### src/rtl/pwrcal_pkg.sv
`timescale 1ns/1ps
package pwrcal_pkg;
   localparam int unsigned PRESC_CODE_W = 2;
   localparam int unsigned MAX_DIV      = 2 * (1 << PRESC_CODE_W);

   function automatic int unsigned ctr_width(input int unsigned max_val);
      return (max_val < 2) ? 1 : $clog2(max_val + 1);
   endfunction
endpackage

### src/rtl/pwrcal_presc.sv
`timescale 1ns/1ps
module pwrcal_presc
   import pwrcal_pkg::*;
#(
   parameter int unsigned CODE_W = PRESC_CODE_W
) (
   input  logic              clk,
   input  logic              rst_n,
   input  logic              cken,
   input  logic [CODE_W-1:0] sel,
   output logic              tick
);
   localparam int unsigned DW = CODE_W + 1;

   logic [DW-1:0] cnt;
   logic [DW-1:0] lim;

   // division factor 2*(sel+1) means terminal count 2*sel+1
   assign lim = {sel, 1'b1};

   always_ff @(posedge clk) begin
      if (!rst_n || !cken) begin
         cnt  <= '0;
         tick <= 1'b0;
      end else if (cnt >= lim) begin
         cnt  <= '0;
         tick <= 1'b1;
      end else begin
         cnt  <= cnt + 1'b1;
         tick <= 1'b0;
      end
   end


   tick_gap_chk: assert property (@(posedge clk) disable iff (!rst_n)
      tick |=> !tick);

   tick_gate_chk: assert property (@(posedge clk) disable iff (!rst_n)
      !cken |=> !tick);
endmodule

### src/rtl/pwrcal_timer.sv
`timescale 1ns/1ps
module pwrcal_timer
   import pwrcal_pkg::*;
#(
   parameter int unsigned TICKS = 4
) (
   input  logic clk,
   input  logic rst_n,
   input  logic start,
   input  logic abort,
   input  logic tick,
   output logic busy,
   output logic done
);
   localparam int unsigned W = ctr_width(TICKS);

   if (TICKS < 1) begin : g_bad_ticks
      $error("pwrcal_timer: TICKS must be at least 1");
   end

   logic [W-1:0] cnt;

   assign busy = (cnt != '0);
   assign done = busy && tick && (cnt == W'(1));

   always_ff @(posedge clk) begin
      if (!rst_n || abort)      cnt <= '0;
      else if (start)           cnt <= W'(TICKS);
      else if (busy && tick)    cnt <= cnt - 1'b1;
   end


   timer_start_chk: assert property (@(posedge clk) disable iff (!rst_n)
      (start && !abort) |=> busy);

   timer_abort_chk: assert property (@(posedge clk) disable iff (!rst_n)
      abort |=> !busy);

   timer_hold_chk: assert property (@(posedge clk) disable iff (!rst_n)
      (busy && !tick && !abort && !start) |=> busy);
endmodule

### src/rtl/pwrcal_fsm.sv
`timescale 1ns/1ps
module pwrcal_fsm
   import pwrcal_pkg::*;
#(
   parameter int unsigned STAB_CLKS     = 20,
   parameter int unsigned MIN_OFF_TICKS = 2
) (
   input  logic clk,
   input  logic rst_n,
   input  logic wr_en,
   input  logic wr_pwr,
   input  logic wr_rstcal,
   input  logic wr_cal,
   input  logic tick,
   input  logic cal_busy,
   input  logic cal_done,
   input  logic rst_busy,
   input  logic rst_done,
   output logic cal_go,
   output logic rst_go,
   output logic abort,
   output logic pwr_q,
   output logic ready,
   output logic err_q,
   output logic valid_q,
   output logic conv_q
);
   localparam int unsigned OW = ctr_width(MIN_OFF_TICKS);

   if (MIN_OFF_TICKS < 1) begin : g_bad_off
      $error("pwrcal_fsm: MIN_OFF_TICKS must be at least 1");
   end

   logic [OW-1:0] off_cnt, off_nxt;
   logic          hist_ok;
   logic          stab_done;
   logic          pon_req, act, cal_try, conv_go;

   assign pon_req = wr_en && wr_pwr && !pwr_q;
   assign abort   = wr_en && !wr_pwr;
   assign act     = wr_en && wr_pwr && ready;
   assign rst_go  = act && wr_rstcal;
   assign cal_try = act && !wr_rstcal && wr_cal;
   assign cal_go  = cal_try && hist_ok;
   assign conv_go = act && !wr_rstcal && !wr_cal;
   assign ready   = pwr_q && stab_done && !cal_busy && !rst_busy;

   assign off_nxt = (off_cnt == OW'(MIN_OFF_TICKS)) ? off_cnt : off_cnt + OW'(tick);

   if (STAB_CLKS == 0) begin : g_no_stab
      assign stab_done = 1'b1;
   end else begin : g_stab
      localparam int unsigned SW = ctr_width(STAB_CLKS);
      logic [SW-1:0] stab_cnt;
      always_ff @(posedge clk) begin
         if (!rst_n || abort)        stab_cnt <= '0;
         else if (pon_req)           stab_cnt <= SW'(STAB_CLKS);
         else if (stab_cnt != '0)    stab_cnt <= stab_cnt - 1'b1;
      end
      assign stab_done = (stab_cnt == '0);


      stab_block_chk: assert property (@(posedge clk) disable iff (!rst_n)
         $rose(pwr_q) |-> !ready);
   end

   always_ff @(posedge clk) begin
      if (!rst_n) begin
         pwr_q   <= 1'b0;
         off_cnt <= '0;
         hist_ok <= 1'b0;
         err_q   <= 1'b0;
         valid_q <= 1'b0;
         conv_q  <= 1'b0;
      end else begin
         conv_q <= conv_go;
         if (abort) begin
            pwr_q   <= 1'b0;
            off_cnt <= '0;
            err_q   <= 1'b0;
         end else begin
            if (pon_req) begin
               pwr_q   <= 1'b1;
               hist_ok <= (off_nxt >= OW'(MIN_OFF_TICKS));
            end
            if (!pwr_q) off_cnt <= off_nxt;
            if (cal_try) err_q <= !hist_ok;
         end
         if (rst_go || rst_done) valid_q <= 1'b0;
         else if (cal_done)      valid_q <= 1'b1;
      end
   end


   conv_pwr_chk: assert property (@(posedge clk) disable iff (!rst_n)
      conv_q |-> pwr_q);

   cal_err_chk: assert property (@(posedge clk) disable iff (!rst_n)
      $rose(cal_busy) |-> !err_q);

   off_idle_chk: assert property (@(posedge clk) disable iff (!rst_n)
      !pwr_q |-> (!cal_busy && !rst_busy && !ready));

   cal_valid_chk: assert property (@(posedge clk) disable iff (!rst_n)
      ($fell(cal_busy) && pwr_q) |-> valid_q);

   rst_clear_chk: assert property (@(posedge clk) disable iff (!rst_n)
      rst_busy |-> !valid_q);
endmodule

### src/rtl/pwrcal_ctrl.sv
`timescale 1ns/1ps
module pwrcal_ctrl
   import pwrcal_pkg::*;
#(
   parameter int unsigned STAB_CLKS     = 20,
   parameter int unsigned MIN_OFF_TICKS = 2,
   parameter int unsigned CAL_TICKS     = 6,
   parameter int unsigned RSTCAL_TICKS  = 2
) (
   input  logic                    clk,
   input  logic                    rst_n,
   input  logic                    cken,
   input  logic [PRESC_CODE_W-1:0] presc_sel,
   input  logic                    wr_en,
   input  logic                    wr_pwr,
   input  logic                    wr_rstcal,
   input  logic                    wr_cal,
   output logic                    conv_tick,
   output logic                    pwr_on,
   output logic                    ready,
   output logic                    rst_cal_busy,
   output logic                    cal_busy,
   output logic                    cal_err,
   output logic                    cal_valid,
   output logic                    conv_start
);
   logic cal_go, rst_go, abort, cal_done, rst_done;

   pwrcal_presc #(.CODE_W(PRESC_CODE_W)) u_presc (
      .clk(clk), .rst_n(rst_n), .cken(cken), .sel(presc_sel), .tick(conv_tick)
   );

   // stub calibration engine with fixed latency in ticks
   pwrcal_timer #(.TICKS(CAL_TICKS)) u_cal (
      .clk(clk), .rst_n(rst_n), .start(cal_go), .abort(abort),
      .tick(conv_tick), .busy(cal_busy), .done(cal_done)
   );

   pwrcal_timer #(.TICKS(RSTCAL_TICKS)) u_rstcal (
      .clk(clk), .rst_n(rst_n), .start(rst_go), .abort(abort),
      .tick(conv_tick), .busy(rst_cal_busy), .done(rst_done)
   );

   pwrcal_fsm #(.STAB_CLKS(STAB_CLKS), .MIN_OFF_TICKS(MIN_OFF_TICKS)) u_fsm (
      .clk(clk), .rst_n(rst_n), .wr_en(wr_en), .wr_pwr(wr_pwr),
      .wr_rstcal(wr_rstcal), .wr_cal(wr_cal), .tick(conv_tick),
      .cal_busy(cal_busy), .cal_done(cal_done), .rst_busy(rst_cal_busy),
      .rst_done(rst_done), .cal_go(cal_go), .rst_go(rst_go), .abort(abort),
      .pwr_q(pwr_on), .ready(ready), .err_q(cal_err), .valid_q(cal_valid),
      .conv_q(conv_start)
   );


   one_step_chk: assert property (@(posedge clk) disable iff (!rst_n)
      !(cal_busy && rst_cal_busy));
endmodule

### config.mk
export PLATFORM = sky130hd
export DESIGN_NAME = pwrcal_ctrl
export DESIGN_NICKNAME = d
export VERILOG_FILES = /design/src/rtl/pwrcal_pkg.sv /design/src/rtl/pwrcal_presc.sv /design/src/rtl/pwrcal_timer.sv /design/src/rtl/pwrcal_fsm.sv /design/src/rtl/pwrcal_ctrl.sv
export SDC_FILE = /design/constraint.sdc
export NUM_CORES = 1
export LEC_CHECK = 0
export BUFFER_PORTS_ARGS = -buffer_cell sky130_fd_sc_hd__buf_2
export CAP_MARGIN = 25
export CORE_MARGIN = 2
export CORE_UTILIZATION = 30
export CTS_BUF_LIST = sky130_fd_sc_hd__clkbuf_2
export DETAILED_ROUTE_END_ITERATION = 16
export GPL_ROUTABILITY_DRIVEN = 0
export PLACE_DENSITY = 0.56
export SETUP_SLACK_MARGIN = 0.1
export SLEW_MARGIN = 15
export SYNTH_ARGS = -nofsm -noshare
export SYNTH_HDL_FRONTEND = slang
export SYNTH_SLANG_ARGS = --single-unit
### constraint.sdc
create_clock -name clk -period 3.9 [get_ports clk]
set_input_delay 0.195 -clock clk [delete_from_list [all_inputs] [get_ports clk]]
set_output_delay 0.195 -clock clk [all_outputs]
set_load 0.005 [all_outputs]
==> results of run 1 <==
worst max path at each step:
stage	from	slack (ns)	end
2_1_floorplan	u_fsm.g_stab.stab_cnt[0]	1.98	u_cal.cnt[0]
6_report	u_fsm.g_stab.stab_cnt[0]	1.80	u_fsm.err_q
3_5_place_dp	u_fsm.g_stab.stab_cnt[0]	1.84	u_fsm.err_q
4_1_cts	u_fsm.g_stab.stab_cnt[0]	1.78	ready
5_1_grt	u_fsm.g_stab.stab_cnt[1]	1.67	ready
3_3_place_gp	u_fsm.g_stab.stab_cnt[0]	1.86	u_cal.cnt[0]
routing by layer:
metal / vias to the layer above / wire length [microns] / part of all wire / track usage
met4: 0 / 35 / 0.017 / 0.06522
met5: - / 0 / 0 / 0
met1: 390 / 916 / 0.45 / 0.1245
met3: 2 / 37 / 0.018 / 0.01056
li1: 436 / - / - / -
met2: 8 / 1041 / 0.51 / 0.2044
layout make-up:
class                           count  area (sq um)
Sequential cell                    21         420.4
Fill cell                         348          2167
Inverter                           16         60.06
Timing Repair Buffer               17         85.08
Multi-Input combinational cell     76         579.3
Clock buffer                        3         15.01
Tap cell                           46         57.56
Clock inverter                      1         5.005
power breakdown:
part	leakage (nW)	internal, mW	switching [mW]
clock	0.0164	0.0232	0.0676
sequential	0.171	0.242	0.0252
combinational	0.354	0.0943	0.106
Yosys cell counts, types with 2 or more instances:
library cell	number	area, sq um
sky130_fd_sc_hd__and4_1	2	17.52
sky130_fd_sc_hd__nand3_1	2	10.01
sky130_fd_sc_hd__dfxtp_1	21	420.4
sky130_fd_sc_hd__mux2_2	3	33.78
sky130_fd_sc_hd__nand2_1	2	7.510
sky130_fd_sc_hd__nor3b_1	5	37.54
sky130_fd_sc_hd__nor3_1	2	10.01
sky130_fd_sc_hd__xnor2_1	5	43.79
sky130_fd_sc_hd__nor2b_1	2	12.51
sky130_fd_sc_hd__ha_1	11	137.6
sky130_fd_sc_hd__o21ai_0	3	15.01
sky130_fd_sc_hd__a21oi_1	6	30.03
sky130_fd_sc_hd__nor2_1	11	41.29
sky130_fd_sc_hd__a21boi_0	2	15.01
sky130_fd_sc_hd__or4_4	2	22.52
sky130_fd_sc_hd__and3_1	2	12.51
sky130_fd_sc_hd__inv_1	16	60.06
per-stage QoR:
step	std cells	cell area, sq um
after floorplan	115	1075
after global placement	175	1197
after detailed placement	176	1202
after CTS	180	1222
after global routing	180	1222
final	180	1222
worst reg2reg max path, cell delays in order, from the launching register on:
cell,delay [ns]
sky130_fd_sc_hd__dfxtp_1,0.38
sky130_fd_sc_hd__inv_1,0.08
sky130_fd_sc_hd__ha_1,0.16
sky130_fd_sc_hd__or4b_1,0.63
sky130_fd_sc_hd__or4_4,0.60
sky130_fd_sc_hd__and3b_1,0.19
cell families after synthesis:
kind of cell / after synthesis / share of synthesized area
XOR/XNOR: 5 / 0.04074
multiplexers: 4 / 0.04074
flip-flops: 21 / 0.3911
adder cells (fa/ha/maj): 11 / 0.1281
AO/OA/AOI/OAI: 17 / 0.09663
buffers and inverters: 18 / 0.06985
AND/OR/NAND/NOR: 39 / 0.2328
registers in the layout (all words and copies together), names as in the netlist:
register and count:
u_fsm.g_stab.stab_cnt 5, u_cal.cnt 3, u_presc.cnt 3, u_fsm.off_cnt 2
u_rstcal.cnt 2, u_fsm.conv_q 1, u_fsm.err_q 1, u_fsm.hist_ok 1
u_fsm.pwr_q 1, u_fsm.valid_q 1, u_presc.tick 1
==> results.md, run 1 <==
| Metric | This run |
|:---|:---|
| Headroom to the max-slew limit | 0.6036 |
| Sequential share of the synthesized area | 0.3912 |
| Post-Syn Nets | 135 |
| CTS tree | done |
| Setup TNS | 0 ns |
| Area inside the core boundary | 3390 sq um |
| Maximum buffer depth of the clock tree | 2 |
| Leakage Power | 0.5412 nW |
| Row count | 21 |
| DR pass1 iterations | 3 |
| Family with the most delay on the worst path | simple AND/OR/NAND/NOR gates |
| Starting utilization of the core area | 0.3171 |
| Total routed wirelength | 2030 microns |
| Port Buf Inserts | 16 |
| Count of buffers added by post-CTS timing repair for setup | 0 |
| Post-DR vias/cell | 4.644 |
| Clk slew on worst S/H paths | 0.21 ns |
| Post-cts hold buffer count | 0 |
| Util after Layout | 0.3607 |
| Die Span Y | 63.86 microns |
| Synth Cell Area | 1075 sq um |
| Share of layout cells above drive strength 1 | 0.2090 |
| Post-Syn Instances | 115 |
| Ant diodes | 0 |
| Die Area | 4077 sq um |
| Count of distinct cell types in the synthesized netlist | 35 |
| Longest individual stage delay on the worst path | 0.63 ns |
| Classification of the worst setup path | reg -> reg |
| Cell chain of the critical path | inv_1, ha_1, or4b_1, or4_4, and3b_1 |
| Fin Hold WS | 0.1396 ns |
| Final period util | 0.5392 |
| Maximum fanout count along the critical path | 9 |
| Number of warnings printed during yosys synthesis | 0 |
| Max-cap viol count | 0 |
| First-pass GRT wire length | 3663 microns |
| Count of buffering cells on the critical path with inverters included | 1 |
| Worst R2R Setup Slack | 1.80 ns |
| Wire length per cell after detailed routing | 11.28 microns |
| Power Total | 0.5584 mW |
| Clock Sink Count | 21 |
| Total power per unit cell area | 456.8 nW/um^2 |
| Crit-path slowest cell | sky130_fd_sc_hd__or4b_1 |
| Layout Nets | 155 |
| Largest net degree at the start of global routing | 13 |
| DP Wirelength | 1650 microns |
| Skew final | 0.01468 ns |
| IR drop worst, VDD | 0.1889 mV |
| R2r startpoint | u_fsm.g_stab.stab_cnt[0] |
| Tightest Pin Transition | 0.5883 ns |
| RR Endpoint | u_fsm.err_q |
| Number of pins with negative max-slew slack in the final report | 0 |
| Post-synth EDFFs | 0 |
| Mean cell area of the mapped netlist | 9.346 sq um |
| R2R depth | 5 |
| Remaining antenna violation count | 0 |
| Worst path setup slack after routing | 1.797 ns |
| Post-cts resize count | 0 |
| Startpoint type of the worst setup path | flop |
| Cell depth of the worst min-delay path | 3 |
| Element type at the critical path end | flop |
| Number of stages on the worst setup path | 5 |
| Achievable clock frequency | 475.5 MHz |
| Flip-flop cell with the highest count after synthesis | sky130_fd_sc_hd__dfxtp_1 |
| Die outline width | 63.86 microns |
| Final number of hold-violating endpoints | 0 |
| Signal arrival time at the worst endpoint | 2.35 ns |
| Antenna violations before repair | 0 |
| Routed via count | 836 |
| Destination of the worst hold path | u_fsm.pwr_q |
| CTS Root Cell | sky130_fd_sc_hd__clkbuf_2 |
| Commonest non-fill, non-tap cells in the layout | sky130_fd_sc_hd__dfxtp_1, sky130_fd_sc_hd__buf_2, sky130_fd_sc_hd__inv_1 |
| Number of storage elements in the synthesis netlist | 21 |
| Start point of the worst hold path | wr_en |
| Inserted Clock Buffers | 3 |
| Result of the run | finished clean |
| Detailed Route Iter0 Violations | 25 |
| Count of final setup violators | 0 |
| Unrepaired setup endpoints after global routing | no |
| Growth of design area from synthesis to finish | 13.74% |
| Worst Hold Class | in -> reg |
| Post-synthesis async set-or-reset flop share | 0 |
| DP Worst Slack | 1.842 ns |
| Total global routing track utilization | 0.1119 |
| Remaining global-route overflow | 0 |
| Clock insertion delay at the later pin of the skew report | 0.32 ns |
| Max H-tree Level | 1 |
| Worst endpoint required time | 4.15 ns |
| Remaining routing DRC violations | 0 |
| I/O pin cnt | 17 |
| Minimum clock period | 2.103 ns |
| Vias in the first global route | 879 |
| Commonest non-fill, non-tap cell in the layout | sky130_fd_sc_hd__dfxtp_1 |
(Power assumes the default switching activity.)
==> run 2, diff against run 1 <==
--- a/config.mk
+++ b/config.mk
@@ -12,7 +12,7 @@
 export CTS_BUF_LIST = sky130_fd_sc_hd__clkbuf_2
 export DETAILED_ROUTE_END_ITERATION = 16
 export GPL_ROUTABILITY_DRIVEN = 0
-export PLACE_DENSITY = 0.56
+export PLACE_DENSITY = 0.57
 export SETUP_SLACK_MARGIN = 0.1
 export SLEW_MARGIN = 15
 export SYNTH_ARGS = -nofsm -noshare
==> constraint.sdc (replaced) <==
create_clock -name clk -period 1.8 [get_ports clk]
set_input_delay 0.09 -clock clk [delete_from_list [all_inputs] [get_ports clk]]
set_output_delay 0.09 -clock clk [all_outputs]
set_load 0.005 [all_outputs]
==> run 2 against run 1 <==
Net effect:
- sequential power grew 110%
- the flow now finishes with violations (negative setup slack)
- via count grew 4.4%
- sequential share of layout area shrank 2.7 points
- largest cell class unchanged
- wire length grew 0.99%
- non-clock buffer count grew 9
==> results.md, run 2 (synthesis results as in run 1) <==
| Metric | This run | vs previous |
|:---|:---|:---|
| Worst path setup slack after routing | -0.03652 ns | was 1.797 ns |
| Element type at the critical path end | flop | unchanged |
| Worst Hold Class | in -> reg | unchanged |
| Tightest Pin Transition | 0.3617 ns | was 0.5883 ns |
| Result of the run | finished, violations left | was finished clean |
| Final number of hold-violating endpoints | 0 | unchanged |
| Achievable clock frequency | 544.5 MHz | was 475.5 MHz |
| Detailed Route Iter0 Violations | 22 | was 25 |
| Maximum fanout count along the critical path | 4 | was 9 |
| I/O pin cnt | 17 | unchanged |
| Violated checks | negative setup slack |  |
| Growth of design area from synthesis to finish | 24.10% | was 13.74% |
| Die Area | 4077 sq um | unchanged |
| CTS Root Cell | sky130_fd_sc_hd__clkbuf_2 | unchanged |
| Number of pins with negative max-slew slack in the final report | 0 | unchanged |
| Largest net degree at the start of global routing | 12 | was 13 |
| Total routed wirelength | 2050 microns | was 2030 microns |
| Remaining routing DRC violations | 0 | unchanged |
| Start point of the worst hold path | cken | was wr_en |
| Starting utilization of the core area | 0.3171 | unchanged |
| Max-cap viol count | 0 | unchanged |
| Area inside the core boundary | 3390 sq um | unchanged |
| DR pass1 iterations | 4 | was 3 |
| Internal Pwr Total | 0.9961 mW | was 0.3593 mW |
| Total net switching power | 0.4822 mW | was 0.1991 mW |
| Wire length per cell after detailed routing | 10.85 microns | was 11.28 microns |
| Post-DR vias/cell | 4.619 | was 4.644 |
| Total area of sequential cells | 422.9 sq um | was 420.4 sq um |
| Largest register by flop count | u_fsm.g_stab.stab_cnt | unchanged |
| Share of layout cells above drive strength 1 | 0.3287 | was 0.2090 |
| Final period util | 1.020 | was 0.5392 |
| Remaining global-route overflow | 0 | unchanged |
| Fin Hold WS | 0.04313 ns | was 0.1396 ns |
| Unrepaired setup endpoints after global routing | yes | was no |
| Commonest non-fill, non-tap cells in the layout | sky130_fd_sc_hd__dfxtp_1, sky130_fd_sc_hd__buf_2, sky130_fd_sc_hd__inv_1 | unchanged |
| Largest register FFs | 5 | unchanged |
| Clock Sink Count | 21 | unchanged |
| Registers with the most flip-flops | u_fsm.g_stab.stab_cnt (5), u_cal.cnt (3), u_presc.cnt (3) | unchanged |
| Post-cts hold buffer count | 0 | unchanged |
| Switching portion of total power | 0.3262 | was 0.3565 |
| Commonest non-fill, non-tap cell in the layout | sky130_fd_sc_hd__dfxtp_1 | unchanged |
| Clock insertion delay at the later pin of the skew report | 0.31 ns | was 0.32 ns |
| Vias in the first global route | 913 | was 879 |
| Antenna violations before repair | 0 | unchanged |
| R2r startpoint | u_fsm.g_stab.stab_cnt[0] | unchanged |
| Filler Cells Inserted | 344 | was 348 |
| Skew final | 0.004378 ns | was 0.01468 ns |
| Critical Path Source | u_fsm.g_stab.stab_cnt[0] | unchanged |
| Routed via count | 873 | was 836 |
| Die Span Y | 63.86 microns | unchanged |
| Multi-input gate area in the final layout | 614.3 sq um | was 579.3 sq um |
| Total power per unit cell area | 1108 nW/um^2 | was 456.8 nW/um^2 |
| Layout Nets | 164 | was 155 |
| Util after Layout | 0.3935 | was 0.3607 |
| Post-place instance area | 1276 sq um | was 1202 sq um |
| Setup TNS | -0.1298 ns | was 0 ns |
| Worst R2R Setup Slack | -0.04 ns | was 1.80 ns |
| Port Buf Inserts | 16 | unchanged |
| Signal arrival time at the worst endpoint | 2.08 ns | was 2.35 ns |
| First-pass GRT wire length | 3822 microns | was 3663 microns |
| Remaining antenna violation count | 0 | unchanged |
| Inserted Clock Buffers | 3 | unchanged |
| Worst endpoint required time | 2.04 ns | was 4.15 ns |
| Die outline width | 63.86 microns | unchanged |
| IR drop worst, VDD | 0.5273 mV | was 0.1889 mV |
| Count of final setup violators | 4 | was 0 |
| Final cell area excluding filler cells | 1334 sq um | was 1222 sq um |
| DP Wirelength | 1693 microns | was 1650 microns |
| CTS tree | done | unchanged |
| Ant diodes | 0 | unchanged |
| Max H-tree Level | 1 | unchanged |
| Proportion of power drawn by the clock network | 0.132 | was 0.163 |
| Clk slew on worst S/H paths | 0.18 ns | was 0.21 ns |
| Headroom to the max-slew limit | 0.7563 | was 0.6036 |
| Minimum clock period | 1.837 ns | was 2.103 ns |
| Relative contribution of combinational cells to total power | 0.480 | was 0.359 |
| Total global routing track utilization | 0.1197 | was 0.1119 |
| Sequential fraction of design power | 0.388 | was 0.478 |
| Maximum buffer depth of the clock tree | 2 | unchanged |
| Leakage Power | 0.5909 nW | was 0.5412 nW |
| Classification of the worst setup path | reg -> reg | unchanged |
| Row count | 21 | unchanged |
| Startpoint type of the worst setup path | flop | unchanged |
==> run 2: repair_timing <==
action / 4_1_cts / 5_1_grt
buffers inserted: 1 / 1
pin swaps: 1 / 2
gates cloned: 0 / 0
setup endpoints to repair: 8 / 9
resized for setup: 4 / 2
hold endpoints to repair: 0 / 0
==> run 2: cell type report <==
class / count / share of cell area
tap: 46 / 0.04315
timing repair buffer: 26 / 0.1191
sequential: 21 / 0.3171
clock buffer: 4 / 0.01501
inverter: 16 / 0.04503
multi-input combinational: 76 / 0.4606
==> run 2: critical path, stage by stage (launching register included) <==
cell	delay (ns)
sky130_fd_sc_hd__dfxtp_2	0.37
sky130_fd_sc_hd__inv_2	0.07
sky130_fd_sc_hd__ha_4	0.12
sky130_fd_sc_hd__or4b_4	0.48
sky130_fd_sc_hd__or4_4	0.54
sky130_fd_sc_hd__and3b_1	0.18
==> run 2: worst paths after layout <==
| path | to | cells past startpoint |
|---|---|---|
| setup / recovery | u_fsm.err_q | 5 |
| hold / removal | u_presc.cnt[1] | 2 |
| setup reg to reg | u_fsm.err_q | 5 |
| hold reg to reg | u_presc.cnt[0] | 1 |
==> run 2: layer usage <==
layer / GRT usage / vias to the layer above / share of wire
li1: - / 449 / -
met3: 0.01056 / 4 / 0.021
met2: 0.2018 / 10 / 0.50
met4: 0.08967 / 0 / 0.030
met1: 0.1399 / 410 / 0.45
met5: 0 / - / 0
==> run 2: power groups by stage <==
stage	logic (mW)	clock network (mW)	registers [mW]
floorplan	0.451	0	0.583
global placement	0.604	0	0.580
detailed placement	0.613	0	0.583
CTS	0.686	0.206	0.574
global route	0.789	0.230	0.585
finish	0.709	0.195	0.574
==> run 2: metrics by stage <==
| step | setup WS [ns] | total power, mW | instances |
|---|---|---|---|
| final | -0.03652 | 1.478 | 189 |
| after floorplan | -0.1040 | 1.034 | 115 |
| after global routing | -0.09226 | 1.604 | 189 |
| after detailed placement | -0.03104 | 1.197 | 183 |
| after CTS | -0.04038 | 1.466 | 188 |
| after global placement | -0.01267 | 1.184 | 183 |
